**src/rtl/tcpl_pkg.sv**
```systemverilog
package tcpl_pkg;

    parameter int PASID_W = 20;

    // rule indices, lowest index has priority
    localparam int RULE_UNEXP   = 0;
    localparam int RULE_NODATA  = 1;
    localparam int RULE_LOADDR  = 2;
    localparam int RULE_RO      = 3;
    localparam int RULE_ATTR    = 4;
    localparam int NUM_RULES    = 5;

    localparam logic [1:0] AT_XLATE_REQ = 2'b01;

    typedef struct packed {
        logic               pv;
        logic [PASID_W-1:0] pasid;
        logic               priv;
        logic               exe;
    } attr_t;

    typedef struct packed {
        logic  vld;
        logic  ro;
        attr_t attr;
    } entry_t;

    typedef struct packed {
        logic                 vld;
        logic [NUM_RULES-1:0] err;
    } result_t;

endpackage

```
**src/rtl/tcpl_rule_eval.sv**
```systemverilog
module tcpl_rule_eval
    import tcpl_pkg::*;
(
    input  entry_t               ent_i,
    input  logic                 cpl_ro_i,
    input  logic                 cpl_has_data_i,
    input  logic [1:0]           cpl_lo_addr_i,
    input  logic                 cpl_ext_dw_i,
    input  attr_t                cpl_attr_i,
    output logic [NUM_RULES-1:0] err_o
);

    logic [NUM_RULES-1:0] raw;
    logic                 attr_bad;

    always_comb begin
        attr_bad = (ent_i.attr.pv != cpl_attr_i.pv);
        if (ent_i.attr.pv && cpl_attr_i.pv) begin
            attr_bad = (ent_i.attr.pasid != cpl_attr_i.pasid) ||
                       (ent_i.attr.priv  != cpl_attr_i.priv)  ||
                       (ent_i.attr.exe   != cpl_attr_i.exe);
        end
        raw              = '0;
        raw[RULE_UNEXP]  = !ent_i.vld;
        raw[RULE_NODATA] = !cpl_has_data_i && !cpl_ext_dw_i;
        raw[RULE_LOADDR] = (cpl_lo_addr_i != 2'b00) && !cpl_ext_dw_i;
        raw[RULE_RO]     = cpl_ro_i && !ent_i.ro;
        raw[RULE_ATTR]   = attr_bad;
    end

    // keep only the lowest-numbered failing rule
    for (genvar g = 0; g < NUM_RULES; g++) begin : g_prio
        if (g == 0) begin : g_first
            assign err_o[g] = raw[g];
        end else begin : g_rest
            assign err_o[g] = raw[g] && !(|raw[g-1:0]);
        end
    end

endmodule

```
**config.mk**
```make
export PLATFORM = sky130hd
export DESIGN_NAME = tcpl_rule_eval
export DESIGN_NICKNAME = d
export VERILOG_FILES = /design/src/rtl/tcpl_pkg.sv /design/src/rtl/tcpl_rule_eval.sv
export SDC_FILE = /design/constraint.sdc
export NUM_CORES = 1
export LEC_CHECK = 0
export ABC_AREA = 0
export CORE_AREA = 2 2 39 41
export DETAILED_ROUTE_END_ITERATION = 7
export DIE_AREA = 0 0 41 43
export DONT_BUFFER_PORTS = 1
export SLEW_MARGIN = 10
export SYNTH_ARGS = -nofsm -noshare
export SYNTH_HDL_FRONTEND = slang
export SYNTH_SLANG_ARGS = --single-unit
export TNS_END_PERCENT = 30
```
**constraint.sdc**
```tcl
create_clock -name vclk -period 1.4
set_input_delay 0.35 -clock vclk [all_inputs]
set_output_delay 0.35 -clock vclk [all_outputs]
set_load 0.01 [all_outputs]
```
Yosys cells after proc, flatten, opt, wreduce, memory -nomap -nowiden

Index checks and enable logic that the tools add are counted.

Flip-flop bits (word level): 0
Latch bits: 0
Memory bits (writable): 0
Memory bits (read-only): 0
Bits of input ports: 53
Memories: 0

Add/sub/neg operators: 0
$mul: 0
Divide/modulo/power cells: 0
Magnitude comparators: 0
Equal/unequal tests: 4
Shift-type cells: 0
Mux-type cells: 1
Bitwise gates (word level): 0
Reduce and logical (&&, ||, !) cells: 21

Operators with widths:

| cell              | count |
|---|---|
| $ne 20x20->1      | 1 |
| $logic_and 1x1->1 | 8 |
| $logic_not 1->1   | 7 |
| $reduce_or 4->1   | 1 |
| $ne 1x1->1        | 3 |
| $reduce_or 3->1   | 1 |
| $logic_or 1x1->1  | 2 |
| $reduce_bool 2->1 | 1 |
| $reduce_or 2->1   | 1 |
| $mux 1            | 1 |

Longest topological paths before layout

Depth in word-level cells: 5
Mapped depth: 4

Worst setup path after synthesis

OpenSTA, ideal clock, no wires.

Kind: input port to output port
From: input port ent_i[22] (netlist name)
To: output port err_o[4]
Arrival: 1057 ps
Setup slack: -7 ps
Stages: 4
Path buffers: 0
Path through: ha_1 -> nor2_1 -> a211o_1 -> a21oi_1

Word-level cells in the longest chain between the ends: 3
Elaborated cells on any way between the ends: 4
Classes of those cells: eq/ne (1); mux (1); reduce/logical (2)

Ends and longest elaborated chain:

| item                                                   | RTL line                                   | RTL |
|---|---|---|
| from (decl)                                            | tcpl_rule_eval.sv:4                        | `input entry_t ent_i,` |
| $ne 1x1->1 / $logic_and 1x1->1 (equally long branches) | tcpl_rule_eval.sv:17, tcpl_rule_eval.sv:18 |  |
| $mux 1 *                                               | tcpl_rule_eval.sv:18                       | `if (ent_i.attr.pv && cpl_attr_i.pv) begin` |
| $logic_and 1x1->1 *                                    | tcpl_rule_eval.sv:36                       | `assign err_o[g] = raw[g] && !(\|raw[g-1:0]);` |
| to (decl)                                              | tcpl_rule_eval.sv:10                       | `output logic [NUM_RULES-1:0] err_o` |

Mark *: on every way between the ends. The rest lies on a longest branch, timed or not.

Worst setup path after layout

From: input port cpl_attr_i[12] (netlist name)
To: output port err_o[4]

Word-level cells in the longest chain between the ends: 5

Ends and longest elaborated chain:

| item              | RTL line             | RTL |
|---|---|---|
| from (decl)       | tcpl_rule_eval.sv:9  | `input attr_t cpl_attr_i,` |
| $ne 20x20->1      | tcpl_rule_eval.sv:19 | `attr_bad = (ent_i.attr.pasid != cpl_attr_i.pasid) \|\|` |
| $logic_or 1x1->1  | tcpl_rule_eval.sv:19 |  |
| $logic_or 1x1->1  | tcpl_rule_eval.sv:20 | `(ent_i.attr.priv != cpl_attr_i.priv) \|\|` |
| $mux 1            | tcpl_rule_eval.sv:18 |  |
| $logic_and 1x1->1 | tcpl_rule_eval.sv:36 |  |

Every way passes these cells.

==> out/qor.csv <==
stage;metric;value;unit
outcome;status;finished, violations left;
outcome;violations;setup timing;
sta;post-route-worst-setup-slack;-0.0388;ns
placement;dp_slack;-0.0876;ns
critical_path;cp.arrival;1.09;ns
global_routing;grt_max_degree;4;
cells_and_area;final_cell_mix;xnor2_1 (13), xnor2_2 (8), nand4_1 (5);
floorplanning;rows;14;
cells_and_area;fin_nets;101;
pwr;power_density;244;nW/um2
logic_synthesis;synth_nets;96;
sta;min_period;1.44;ns
flow_run;drv_cap;0;
floorplanning;fp.dieH;43;um
hold_path;min_path_type;input pin to primary output;
critical_path;worstPathRequired;1.05;ns
critical_path;endpoint_kind;primary output;
critical_path;cp_max_fo;1;
floorplanning;coreArea;1380;um2
cells_and_area;seq_cells;0;
drt;wire_per_inst;12.4;um
sta;finalSetupViolCount;1;
logic_synthesis;synth.cell_area;319;um2
pwr;total_power;110;uW
floorplanning;initial_utilization;23.1;%
sta;tightest_slew;0.361;ns
logic_synthesis;syn_inst;42;
pwr;p_leak;0.153;nW
drt;drt_iter0_drc;0;
drt;num_vias;335;
drt;routed_wl;755;um
floorplanning;die_area;1760;um2
floorplanning;io_pins;58;
sta;max_freq;695;MHz
drt;drt_first_pass_iters;1;
sta;hold_violations;0;
cells_and_area;regArea;0;um2
placement;io_buffers;0;
sta;slew_headroom;75.8;%
critical_path;path_cells;xnor2_2 > nand4_1 > nor4_1 > buf_4 > a21oi_4;
logic_synthesis;yosysSeqAreaShare;0;%
placement;hpwl;716;um
drt;viasPerCell;5.49;
critical_path;path_class;input pin to primary output;
global_routing;grt_pass1_wl;1.04;mm
cells_and_area;clkbuf_count;0;
logic_synthesis;synth_cell_types;14;
critical_path;cpPeakStageDelay;0.28;ns
floorplanning;dieWidth;41;um
logic_synthesis;postSynthAreaPerCell;7.60;um2
cells_and_area;area_delta_synth_final;41.6;%
pwr;max-vdd-ir-drop;78.8;uV
sta;fin_crit_sh;103;%
drt;drc;0;
global_routing;antenna_found_initial;0;
critical_path;startpoint_type;input pin;
logic_synthesis;synth_warnings;0;
drt;antenna_left;0;
cells_and_area;drive_gt1_share;31.1;%
global_routing;track_usage;7.94;%
sta;rsz0062_at_grt;true;
global_routing;grt_pass1_vias;331;
sta;slew_violations;0;
critical_path;cp_slowest_cell;nor4_1;
cells_and_area;antennaDiodeCount;0;
placement;gp_congestion;0.673;
cells_and_area;final_common_cell;xnor2_1;
global_routing;grt-ovfl-total;0;
==> synthesized netlist by cell type <==
cell     instances  area share (%)
inv_1            2             2.4
nor4b_1          1             2.7
ha_1             1             3.9
nand3_1          1             1.6
nor2_1           3             3.5
nor3b_1          1             2.4
xnor2_1         22              60
o21ai_1          1             1.6
nor3b_2          1             3.9
nand4_1          5             9.8
a21oi_1          1             1.6
a211o_1          1             2.7
nor4_1           1             2.0
nor3_1           1             1.6
==> critical path: cells and delay by family <==
family,cells,cell delay [ns]
buf+inv,1,0.17
simple gates,2,0.39
xor+xnor,1,0.13
compound gates,1,0.05
==> path summary, 6_finish.rpt <==
check / start / end / slack, ns / depth (start not counted)
setup / recovery: cpl_attr_i[12] / err_o[4] / -0.04 / 5
hold / removal: cpl_has_data_i / err_o[1] / 0.75 / 1
==> metrics by stage <==
stage | setup TNS [ns] | area, um2 | utilization (%) | std cells | hold slack, ns
floorplan | 0 | 323 | - | 42 | 0.747
global placement | -0.0787 | 365 | 26.4 | 61 | 0.751
detailed placement | -0.0876 | 365 | 26.4 | 61 | 0.750
CTS | -0.0384 | 422 | 30.5 | 61 | 0.751
global route | -0.0734 | 452 | 32.6 | 61 | 0.752
finish | -0.0388 | 452 | 32.6 | 61 | 0.751
==> power by group <==
part           leakage (nW)  total (mW)  internal (mW)  switching [mW]
clock network             0           0              0               0
logic                 0.153       0.110         0.0782          0.0319
registers                 0           0              0               0
==> layer usage <==
metal  track usage [%]  part of all wire [%]  up-vias
met5                 0                     0        -
met4                 0                     0        0
met1              6.45                    23      142
li1                  -                     -      153
met3                 0                    18        0
met2              18.4                    59       40
==> cell type report <==
| type | instances | area (um2) |
|---|---|---|
| Timing Repair Buffer | 3 | 22.5 |
| Tap cell | 16 | 20.0 |
| Fill cell | 165 | 932 |
| Multi-Input combinational cell | 40 | 402 |
| Inverter | 2 | 7.51 |
==> timing repair <==
| action | in CTS | in global routing |
|---|---|---|
| hold buffers | 0 | 0 |
| endpoints found under the setup margin | 1 | 1 |
| resized for setup | 7 | 4 |
| setup buffers | 0 | 0 |
| pin swaps | 3 | 0 |
==> cells by family after synthesis <==
| group | count (synthesis) | share of synthesized area (%) |
|---|---|---|
| XOR/XNOR | 22 | 60.4 |
| buffers and inverters | 2 | 2.35 |
| adder cells (fa/ha/maj) | 1 | 3.92 |
| AND/OR/NAND/NOR | 14 | 27.4 |
| AO/OA/AOI/OAI | 3 | 5.88 |
No activity file was read; power rests on OpenSTA's default activity.
